==> src/rtl/ovf_table_pkg.sv <==
package ovf_table_pkg;
  typedef enum logic {
    WALK_ABORT  = 1'b0,
    WALK_COMMIT = 1'b1
  } walk_mode_e;
endpackage

==> src/rtl/ovf_prio.sv <==
module ovf_prio #(
  parameter int N = 8,
  localparam int IW = (N > 1) ? $clog2(N) : 1
) (
  input  logic [N-1:0]  req,
  output logic          found,
  output logic [IW-1:0] idx
);
  always_comb begin
    found = 1'b0;
    idx   = '0;
    for (int i = N - 1; i >= 0; i--) begin
      if (req[i]) begin
        found = 1'b1;
        idx   = IW'(i);
      end
    end
  end
endmodule

==> src/rtl/ovf_lookup.sv <==
module ovf_lookup #(
  parameter int N  = 8,
  parameter int AW = 16,
  parameter int DW = 32
) (
  input  logic [N-1:0]  vis,
  input  logic [N-1:0]  wmark,
  input  logic [AW-1:0] ent_addr [N],
  input  logic [DW-1:0] ent_data [N],
  input  logic [AW-1:0] lk_addr,
  output logic          hit,
  output logic          written,
  output logic [DW-1:0] data
);
  localparam int IW = (N > 1) ? $clog2(N) : 1;

  logic [N-1:0]  match;
  logic [N-1:0]  wmatch;
  logic [IW-1:0] widx;

  genvar g;
  generate
    for (g = 0; g < N; g++) begin : g_cmp
      assign match[g]  = vis[g] && (ent_addr[g] == lk_addr);
      assign wmatch[g] = match[g] && wmark[g];
    end
  endgenerate

  ovf_prio #(.N(N)) u_wpick (.req(wmatch), .found(written), .idx(widx));

  assign hit  = |match;
  assign data = written ? ent_data[widx] : '0;
endmodule

==> src/rtl/ovf_drain.sv <==
module ovf_drain
  import ovf_table_pkg::*;
#(
  parameter int N  = 8,
  parameter int AW = 16,
  parameter int DW = 32,
  parameter int OW = 2,
  localparam int IW = (N > 1) ? $clog2(N) : 1
) (
  input  logic          clk,
  input  logic          rst_n,
  input  logic          cmd_valid,
  input  logic          cmd_commit,
  input  logic [OW-1:0] cmd_owner,
  input  logic [N-1:0]  ent_valid,
  input  logic [N-1:0]  ent_wmark,
  input  logic [OW-1:0] ent_owner [N],
  input  logic [AW-1:0] ent_addr [N],
  input  logic [DW-1:0] ent_data [N],
  input  logic          mw_ready,
  output logic          busy,
  output walk_mode_e    mode,
  output logic [OW-1:0] cur_owner,
  output logic          free_en,
  output logic [IW-1:0] free_idx,
  output logic          mw_valid,
  output logic [AW-1:0] mw_addr,
  output logic [DW-1:0] mw_data,
  output logic          rm_valid,
  output logic [AW-1:0] rm_addr
);
  logic [N-1:0]  own_mask;
  logic          sel_found;
  logic [IW-1:0] sel_idx;
  logic          needs_write;

  genvar g;
  generate
    for (g = 0; g < N; g++) begin : g_own
      assign own_mask[g] = ent_valid[g] && (ent_owner[g] == cur_owner);
    end
  endgenerate

  ovf_prio #(.N(N)) u_sel (.req(own_mask), .found(sel_found), .idx(sel_idx));

  assign needs_write = (mode == WALK_COMMIT) && ent_wmark[sel_idx];
  assign mw_valid    = busy && sel_found && needs_write;
  assign mw_addr     = ent_addr[sel_idx];
  assign mw_data     = ent_data[sel_idx];
  assign free_en     = busy && sel_found && (!needs_write || mw_ready);
  assign free_idx    = sel_idx;

  always_ff @(posedge clk) begin
    if (!rst_n) begin
      busy      <= 1'b0;
      mode      <= WALK_ABORT;
      cur_owner <= '0;
      rm_valid  <= 1'b0;
      rm_addr   <= '0;
    end else begin
      rm_valid <= free_en;
      if (free_en) rm_addr <= ent_addr[sel_idx];
      if (!busy) begin
        if (cmd_valid) begin
          busy      <= 1'b1;
          mode      <= cmd_commit ? WALK_COMMIT : WALK_ABORT;
          cur_owner <= cmd_owner;
        end
      end else if (!sel_found) begin
        busy <= 1'b0;
      end
    end
  end

  p_mw_hold_r6: assert property (@(posedge clk) disable iff (!rst_n)
    (mw_valid && !mw_ready) |=> (mw_valid && $stable(mw_addr) && $stable(mw_data)));

  p_rm_follow_r9: assert property (@(posedge clk) disable iff (!rst_n)
    free_en |=> rm_valid);

  p_abort_silent_r8: assert property (@(posedge clk) disable iff (!rst_n)
    (busy && mode == WALK_ABORT) |-> !mw_valid);
endmodule

==> src/rtl/ovf_table.sv <==
module ovf_table
  import ovf_table_pkg::*;
#(
  parameter int N  = 8,
  parameter int AW = 16,
  parameter int DW = 32,
  parameter int OW = 2,
  localparam int CW = $clog2(N + 1)
) (
  input  logic          clk,
  input  logic          rst_n,
  input  logic          ins_valid,
  output logic          ins_ready,
  input  logic [AW-1:0] ins_addr,
  input  logic [DW-1:0] ins_data,
  input  logic          ins_write,
  input  logic [OW-1:0] ins_owner,
  output logic          ins_err,
  input  logic [AW-1:0] lk_addr,
  output logic          lk_hit,
  output logic          lk_written,
  output logic [DW-1:0] lk_data,
  input  logic          cmd_valid,
  input  logic          cmd_commit,
  input  logic [OW-1:0] cmd_owner,
  output logic          drain_busy,
  output logic          commit_live,
  output logic          mw_valid,
  input  logic          mw_ready,
  output logic [AW-1:0] mw_addr,
  output logic [DW-1:0] mw_data,
  output logic          rm_valid,
  output logic [AW-1:0] rm_addr,
  output logic [CW-1:0] ovf_count
);
  localparam int IW = (N > 1) ? $clog2(N) : 1;

  logic [N-1:0]  valid_q;
  logic [N-1:0]  wmark_q;
  logic [AW-1:0] addr_q  [N];
  logic [DW-1:0] data_q  [N];
  logic [OW-1:0] owner_q [N];
  logic [CW-1:0] count_q;

  logic          busy;
  walk_mode_e    mode;
  logic [OW-1:0] cur_owner;
  logic          free_en;
  logic [IW-1:0] free_idx;
  logic          slot_found;
  logic [IW-1:0] slot_idx;
  logic          ins_ok;
  logic [N-1:0]  vis;

  ovf_prio #(.N(N)) u_slot (.req(~valid_q), .found(slot_found), .idx(slot_idx));

  assign ins_ready = !busy;
  assign ins_ok    = ins_valid && ins_ready && slot_found;
  assign ins_err   = ins_valid && ins_ready && !slot_found;

  genvar g;
  generate
    for (g = 0; g < N; g++) begin : g_vis
      assign vis[g] = valid_q[g] &&
                      !(busy && mode == WALK_ABORT && owner_q[g] == cur_owner);
    end
  endgenerate

  always_ff @(posedge clk) begin
    if (!rst_n) begin
      valid_q <= '0;
      wmark_q <= '0;
      count_q <= '0;
      for (int i = 0; i < N; i++) begin
        addr_q[i]  <= '0;
        data_q[i]  <= '0;
        owner_q[i] <= '0;
      end
    end else begin
      if (ins_ok) begin
        valid_q[slot_idx] <= 1'b1;
        wmark_q[slot_idx] <= ins_write;
        addr_q[slot_idx]  <= ins_addr;
        data_q[slot_idx]  <= ins_data;
        owner_q[slot_idx] <= ins_owner;
      end
      if (free_en) valid_q[free_idx] <= 1'b0;
      count_q <= count_q + CW'(ins_ok) - CW'(free_en);
    end
  end

  ovf_lookup #(.N(N), .AW(AW), .DW(DW)) u_lookup (
    .vis(vis), .wmark(wmark_q), .ent_addr(addr_q), .ent_data(data_q),
    .lk_addr(lk_addr), .hit(lk_hit), .written(lk_written), .data(lk_data)
  );

  ovf_drain #(.N(N), .AW(AW), .DW(DW), .OW(OW)) u_drain (
    .clk(clk), .rst_n(rst_n),
    .cmd_valid(cmd_valid), .cmd_commit(cmd_commit), .cmd_owner(cmd_owner),
    .ent_valid(valid_q), .ent_wmark(wmark_q), .ent_owner(owner_q),
    .ent_addr(addr_q), .ent_data(data_q), .mw_ready(mw_ready),
    .busy(busy), .mode(mode), .cur_owner(cur_owner),
    .free_en(free_en), .free_idx(free_idx),
    .mw_valid(mw_valid), .mw_addr(mw_addr), .mw_data(mw_data),
    .rm_valid(rm_valid), .rm_addr(rm_addr)
  );

  assign drain_busy  = busy;
  assign commit_live = busy && (mode == WALK_COMMIT);
  assign ovf_count   = count_q;

  p_count_tracks_r13: assert property (@(posedge clk) disable iff (!rst_n)
    (ovf_count == CW'($countones(valid_q))) && (ovf_count <= CW'(N)));

  p_full_keeps_r3: assert property (@(posedge clk) disable iff (!rst_n)
    ins_err |=> (ovf_count == $past(ovf_count)) && $stable(valid_q));

  p_insert_counts_r2: assert property (@(posedge clk) disable iff (!rst_n)
    ins_ok |=> ovf_count == $past(ovf_count) + CW'(1));

  p_walk_blocks_r10: assert property (@(posedge clk) disable iff (!rst_n)
    (drain_busy && ins_valid) |=> $stable(valid_q) || $fell(ovf_count[0]) || $rose(ovf_count[0]));
endmodule

==> config.mk <==
export PLATFORM = sky130hd
export DESIGN_NAME = ovf_table
export DESIGN_NICKNAME = d
export VERILOG_FILES = /design/src/rtl/ovf_table_pkg.sv /design/src/rtl/ovf_prio.sv /design/src/rtl/ovf_lookup.sv /design/src/rtl/ovf_drain.sv /design/src/rtl/ovf_table.sv
export SDC_FILE = /design/constraint.sdc
export NUM_CORES = 1
export LEC_CHECK = 0
export BUFFER_PORTS_ARGS = -buffer_cell sky130_fd_sc_hd__buf_2
export CAP_MARGIN = 20
export CORE_AREA = 2 2 207 260
export CTS_BUF_LIST = sky130_fd_sc_hd__clkbuf_8 sky130_fd_sc_hd__clkbuf_16
export DETAILED_ROUTE_END_ITERATION = 16
export DIE_AREA = 0 0 209 262
export GPL_ROUTABILITY_DRIVEN = 0
export HOLD_SLACK_MARGIN = 0.02
export PLACE_DENSITY_LB_ADDON = 0.25
export SLEW_MARGIN = 10
export SYNTH_ARGS = -nofsm -noshare
export SYNTH_HDL_FRONTEND = slang
export SYNTH_HIERARCHICAL = 1
export SYNTH_SLANG_ARGS = --single-unit
export TNS_END_PERCENT = 20
==> constraint.sdc <==
create_clock -name clk -period 4.1 [get_ports clk]
set_input_delay 0.41 -clock clk [delete_from_list [all_inputs] [get_ports clk]]
set_output_delay 0.41 -clock clk [all_outputs]
set_load 0.02 [all_outputs]
## After elaboration in Yosys (flattened, before gate mapping)

Index checks and enable logic that the tools add are counted.

- Logic and storage cells: 214
- Output and inout port bits: 108
- Input port bits: 75
- Register bits after elaboration: 441

- Eq/ne operators: 16
- Add/sub/neg operators: 2
- Magnitude comparators: 8
- Bitwise gates (word level): 9
- Reductions and logical operators: 66
- Multiplexer cells: 81

Operator list:

| kind | count |
|---|---|
| $bwmux W256 | 1 |
| $bmux W32 S3 | 2 |
| $mux W32 | 6 |
| $bwmux W128 | 1 |
| $eq A16 B16 Y1 | 8 |
| $demux W32 S3 | 1 |
| $mux W3 | 24 |
| $logic_and A1 B1 Y1 | 52 |
| $bmux W16 S3 | 1 |
| $demux W16 S3 | 1 |
| $mux W16 | 3 |
| $mux W1 | 31 |
| $mux W8 | 3 |
| $bwmux W16 | 1 |
| $eq A2 B2 Y1 | 8 |
| $not A8 Y8 | 2 |
| $ge A4 B4 Y1 const B | 3 |
| $not A3 Y4 | 3 |
| $logic_not A1 Y1 | 11 |
| $and A8 B8 Y8 | 1 |
| $bwmux W8 | 1 |
| $lt A3 B4 Y1 const B | 2 |
| $or A8 B8 Y8 | 1 |
| $reduce_or A8 Y1 | 1 |
| other kinds (11) | 14 |

## Logic depth before layout (Yosys ltp)

- Depth after elaboration: 20
- Mapped depth: 19

## Hierarchy

The synthesis kept the hierarchy.

By module, submodules not included:

| module | instances | area each (sq um) | cells each |
|---|---|---|---|
| ovf_table | 1 | 15325.9 | 1485 |
| ovf_drain | 1 | 3997.6 | 300 |
| ovf_lookup | 1 | 3747.3 | 350 |
| ovf_prio | 3 | 80.1 | 13 |

## Worst setup path before layout

No wires, ideal clock.

- Path type: register to register
- Start point: reg u_drain.cur_owner[0]
- End point: reg count_q[2] (netlist: ovf_count[2])
- Period minus slack after synthesis: 3.951 ns
- Setup slack: 0.149 ns
- Arrival: 3.836 ns
- Setup time: 0.114 ns
- Data required time: 3.986 ns
- Stages on the path, launching flop included: 18
- Cells stage by stage: dfxtp_1 -> clkbuf_1 -> xnor2_1 -> and3_1 -> o41ai_1 -> buf_6 -> mux2i_1 -> a221oi_1 -> a21o_1 -> buf_6 -> inv_2 -> ha_1 -> inv_1 -> ha_1 -> inv_1 -> fa_1 -> xor2_1 -> nor2_1

RTL lines:

| what | line | RTL |
|---|---|---|
| start: declaration | ovf_drain.sv:23 | `output logic [OW-1:0] cur_owner,` |
| start signal: assignment | ovf_drain.sv:67 | `cur_owner <= cmd_owner;` |
| $eq A2 B2 Y1 | ovf_drain.sv:40 | `assign own_mask[g] = ent_valid[g] && (ent_owner[g] == cur_owner);` |
| $logic_and A1 B1 Y1 | ovf_drain.sv:40 |  |
| net u_drain.own_mask[2] | ovf_drain.sv:32 | `logic [N-1:0] own_mask;` |
| $mux W3 (3 in series) | ovf_prio.sv:13 | `if (req[i]) begin` |
| net free_idx[0] | ovf_table.sv:49 | `logic [IW-1:0] free_idx;` |
| $bmux W1 S3 | ovf_drain.sv:46 | `assign needs_write = (mode == WALK_COMMIT) && ent_wmark[sel_idx];` |
| $mux W1 (not written as such) | ovf_drain.sv:46 |  |
| $logic_and A1 B1 Y1 | ovf_drain.sv:46 |  |
| $logic_not A1 Y1 | ovf_drain.sv:50 | `assign free_en = busy && sel_found && (!needs_write \|\| mw_ready);` |
| $logic_or A1 B1 Y1 | ovf_drain.sv:50 |  |
| $logic_and A1 B1 Y1 | ovf_drain.sv:50 |  |
| net free_en | ovf_table.sv:48 | `logic free_en;` |
| $sub A4 B1 Y4 | ovf_table.sv:88 | `count_q <= count_q + CW'(ins_ok) - CW'(free_en);` |
| end signal: assignment | ovf_table.sv:88 |  |
| end: declaration | ovf_table.sv:43 | `logic [CW-1:0] count_q;` |

The timed path passes the listed nets, and every way through them passes these cells. The select of a mux whose other input is x is not followed.
A chain may end at the register's enable or synchronous reset.

## Worst setup path in the final report

- Start point: reg addr_q[69] (netlist bit)
- End point: out lk_data[6]

- Cells in the longest elaborated chain, start to end: 12

Ends and longest elaborated chain:

| what | line | RTL |
|---|---|---|
| start: declaration | ovf_table.sv:40 | `logic [AW-1:0] addr_q [N];` |
| start signal: indexed assignment | ovf_table.sv:83 | `addr_q[slot_idx] <= ins_addr;` |
| $eq A16 B16 Y1 | ovf_lookup.sv:24 | `assign match[g] = vis[g] && (ent_addr[g] == lk_addr);` |
| $logic_and A1 B1 Y1 | ovf_lookup.sv:24 |  |
| $logic_and A1 B1 Y1 | ovf_lookup.sv:25 | `assign wmatch[g] = match[g] && wmark[g];` |
| net u_lookup.wmatch[3] | ovf_lookup.sv:18 | `logic [N-1:0] wmatch;` |
| $mux W3 (4 in series) | ovf_prio.sv:13 |  |
| net u_lookup.widx[0] | ovf_lookup.sv:19 | `logic [IW-1:0] widx;` |
| $not A3 Y4 (not written as such) | ovf_lookup.sv:32 | `assign data = written ? ent_data[widx] : '0;` |
| $bmux W32 S3 | ovf_lookup.sv:32 |  |
| $mux W32 (not written as such) (2 in series) | ovf_lookup.sv:32 |  |
| $mux W32 | ovf_lookup.sv:32 |  |
| end: declaration | ovf_table.sv:22 | `output logic [DW-1:0] lk_data,` |

The timed path passes the listed nets, and every way through them passes these cells. The select of a mux whose other input is x is not followed.

==> results.txt <==
The flow ran to the end, but the final reports show violations. In this run, synthesis produced a sequential element count of 441. For met1 alone, demand over resource in global routing was 29.6%.

For this run, the slowest stage of the critical path takes 0.50 ns. The total number of nets in the final design was 2381; the sequential fraction of design power was 45.1%. The proportion of total power due to net switching came out at 25.9%.

STA classifies the critical path endpoint as a primary output. The checks that failed: setup timing. In this run the most used layer during global routing was met2.

Port buffering added 182 buffers. Critical path's most frequent cell: sky130_fd_sc_hd__buf_4. Post-layout minimum cycle time: 4.22 ns. The part of the Yosys area used for sequential elements was 37.9%.

The detail-routed net length per standard cell came out at 22.6 microns. For flop-to-flop paths, the worst setup slack is 0.35 ns. A synthesized cell averages 10.7 sq um. In the finished design, the share of the clock period the worst path needs comes to 103%. For the cell area after technology mapping, the log shows 0.0233 sq mm. The die is 262 microns tall.

The run gives 904 as the starting DRC count in detailed routing. Once detailed placement completed, the half-perimeter wirelength came to 44400 microns. For this design the ratio of total power to cell area is 362 mW/mm^2. In this run, the combinational gates consume 10.8% of the power. For the core occupancy in the finished layout, the log shows 51.9%.

The clock passes through at most 3 buffers. The count of nets left with antenna violations once routing finished came out at 0. The post-route worst setup slack was -0.117 ns.

The placeable core area was 0.0523 sq mm; the CTS H-tree depth was 2. The endpoint of the worst register-to-register path is ovf_count[2]. The classification of the worst-slack hold path is in -> reg. The clock skew was 0.0219 ns. The tools report the number of failing setup endpoints in the final timing report as 26. Prior to clock tree synthesis, the placed netlist has a worst setup slack of -0.109 ns. The tools report the latest clock arrival within the worst-skew pair as 0.60 ns. Walking the worst path, the cells encountered are xnor2_2, nand4_1, nor4_2, buf_4, and4_4, nor2b_4, o21bai_4, o41ai_4, buf_6, buf_12, buf_16, mux4_2, mux2i_1, nor2b_1, buf_4. Hold repair after CTS inserted 0 buffers.

For the normalized max-slew margin, the log shows 45.2%. The tools report the initial cell density of the core as 44.5%. Library cell contributing the largest single delay on the critical path: sky130_fd_sc_hd__mux4_2. Dominant synthesized flop cell: sky130_fd_sc_hd__dfxtp_1. The number of cells on the worst reg-to-reg path is 19.

STA classifies the critical path startpoint as a flip-flop. The die covers 0.0548 sq mm. In this run the cell area measured after placement is 0.0249 sq mm. The cell chosen for the clock root is sky130_fd_sc_hd__clkbuf_16.

After synthesis, the share of flip-flops with an asynchronous set or reset is 0%. The number of nets handed over by synthesis was 2254. Type of the setup path with the least slack: reg -> out. In this run the horizontal extent of the chip is 209 microns. Global routing used 45.2% of the available met2 tracks. The tools report the layout filler cell count as 4614.

At the pin with the least slew margin, the transition time is 0.822 ns. The library cell used most frequently in the layout, excluding fill and tap cells, is sky130_fd_sc_hd__nand2_1. The per-cell via count in the routed design is 5.65.

The total buffers and inverters traversed by the critical path is 5. The final antenna diode count came out at 0. For the worst setup path, the data required time is 3.69 ns. The maximum fanout count along the critical path is 7. The first global-routing pass estimated 105000 microns of wire. For met3 alone, demand over resource in global routing was 3.59%.

The routed layout has 17000 vias. Along the worst hold path, the cell count comes to 3. The count of mapped cells out of synthesis is 2174, and the clock transition time at the flip-flop clock pins of the worst setup and hold paths is 0.06 ns.

The logs give 7290 uW for the internal power contribution and 50 for the count of cell types in the netlist. The number of global-route vias before repair was 17500. TritonCTS built the clock tree.

Reg-to-reg startpoint: u_drain/cur_owner[0]. The clock network fraction of total power was 44.1%; the number of rows created at floorplan was 94. In the layout the commonest cells are 499 x sky130_fd_sc_hd__nand2_1, 458 x sky130_fd_sc_hd__mux2i_1, 434 x sky130_fd_sc_hd__dfxtp_1. In this design, the largest share of critical-path delay is due to simple AND/OR/NAND/NOR gates. The worst-case IR drop observed on VDD is 0.000284 V. The initial antenna violation count is 5, and the static leakage is 0.0111 uW. The tools report the worst min-delay path endpoint as u_drain/mode. For this run the aggregate overflow at the end of global routing stands at 0.

For this run, the total global-route usage over all layers was measured as 24.8%. The tools report the number of warnings reported in the yosys synthesis log as 6. The final wirelength was 68000 microns. The area growth from synthesis to layout is 16.6%. The tools report the number of ports placed on the die boundary as 183. Number of synthesized flops with an enable pin: 0. The start point of the worst min-delay path is cmd_commit. The number of optimization iterations in the first detailed-route pass was 5; the data arrival at the endpoint of the critical path was 3.81 ns.

Final number of max-transition violations: 0. For the clock sink total, the log shows 441. The post-detailed-route DRC marker count is 0, and the proportion of layout cells with a drive suffix above 1 is 26.3%.

The number of clock buffers added by TritonCTS is 47. The area of all placed cells without fillers is 0.0272 sq mm, and the total net switching power is 2550 uW. Setup repair after global routing could not meet its margin everywhere. Max-cap violations in this run came to 0. Entering global routing, the biggest net connects 106 pins.

The fmax was 237 MHz; the hold violation count in the final report was 0.
-- cell usage after synthesis, drive strengths merged, types with 2 or more instances --
cell type	count	area share [%]
and2	8	0.21
a211oi	3	0.097
nand2b	6	0.16
o31ai	2	0.064
xor2	18	0.68
and4	4	0.15
nand4	25	0.67
a32oi	4	0.15
nor2b	45	1.2
a21oi	12	0.26
mux4	160	15
clkbuf	70	1.1
xnor2	144	5.4
mux2i	462	20
mux2	48	2.3
or3	2	0.054
o41ai	3	0.11
nor2	23	0.37
inv	20	0.32
a221oi	2	0.10
nor4	14	0.46
buf	102	3.1
dfxtp	441	38
and3	12	0.32
o21bai	3	0.097
nand2	499	8.0
o21ai	6	0.13
o221a	3	0.14
ha	4	0.21
or4	2	0.064
nand3	11	0.24
nor3	8	0.17
-- power groups by stage --
| stage | registers (uW) | clock network, uW | logic, uW |
|---|---|---|---|
| final | 4430 | 4340 | 1070 |
| after global routing | 4440 | 4590 | 1130 |
| after CTS | 4430 | 4420 | 1060 |
| after detailed placement | 4530 | 0 | 1030 |
| after global placement | 4520 | 0 | 1020 |
| after floorplan | 4530 | 0 | 709 |
-- flip-flops by register name (all words and copies together) (netlist names) --
register           flops
data_q               256
addr_q               128
owner_q               16
u_drain/rm_addr       16
valid_q                8
wmark_q                8
ovf_count              4
u_drain/cur_owner      2
u_drain/busy           1
u_drain/mode           1
u_drain/rm_valid       1
-- worst reg2reg max path: cells and delay by family (launching register included) --
kind | cells | cell delay (ns)
compound gates | 4 | 0.91
fa+ha+maj | 3 | 0.86
mux | 1 | 0.17
simple gates | 3 | 0.40
xor+xnor | 2 | 0.28
flops | 1 | 0.33
buf+inv | 6 | 0.71
-- logic make-up after synthesis --
kind of cell,count (synthesis),share of synthesized area (%)
xor+xnor,162,6.09
fa+ha+maj,5,0.301
flops,441,37.9
compound gates,40,1.22
buf+inv,192,4.60
mux,670,37.6
simple gates,664,12.3
-- metrics by stage --
| stage | hold slack (ns) | total power, uW | std cells | TNS (ns) |
|---|---|---|---|---|
| 6_report | 0.0864 | 9830 | 3006 | -0.998 |
| 5_1_grt | 0.0868 | 10200 | 3006 | -6.66 |
| 4_1_cts | 0.0589 | 9910 | 3007 | -2.10 |
| 3_5_place_dp | 0.450 | 5560 | 2910 | -0.521 |
| 3_3_place_gp | 0.444 | 5540 | 2910 | -0.245 |
| 2_1_floorplan | 0.440 | 5240 | 2174 | 0 |
-- how the worst max path moves through the flow --
stage	from	to	slack (ns)	cells past startpoint
5_1_grt	addr_q[69]	lk_data[6]	-0.25	15
6_report	addr_q[69]	lk_data[6]	-0.12	15
4_1_cts	addr_q[69]	lk_data[24]	-0.12	15
3_5_place_dp	lk_addr[11]	lk_data[29]	-0.11	14
3_3_place_gp	lk_addr[11]	lk_data[29]	-0.06	14
2_1_floorplan	u_drain/cur_owner[0]	ovf_count[2]	0.15	17
-- timing repair --
item                       CTS  global route
gates resized for setup     60            47
pin swaps                    9             8
setup buffers               11             2
cloned                       4             0
setup endpoints to repair   33            78
-- final cells by class --
| type | count | area [sq um] | share of cell area, % |
|---|---|---|---|
| Multi-Input combinational cell | 1541 | 13900 | 51.1 |
| Sequential cell | 441 | 8840 | 32.5 |
| Timing Repair Buffer | 250 | 1970 | 7.27 |
| Clock buffer | 56 | 1320 | 4.87 |
| Tap cell | 672 | 841 | 3.09 |
| Clock inverter | 26 | 228 | 0.838 |
| Inverter | 20 | 75.1 | 0.276 |
-- routing by layer --
layer / vias to the layer above / part of all wire, %
met5: - / 0.084
met2: 391 / 52
met3: 143 / 3.8
li1: 7886 / -
met4: 8 / 3.9
met1: 8545 / 40
No activity file was read; power rests on OpenSTA's default activity.
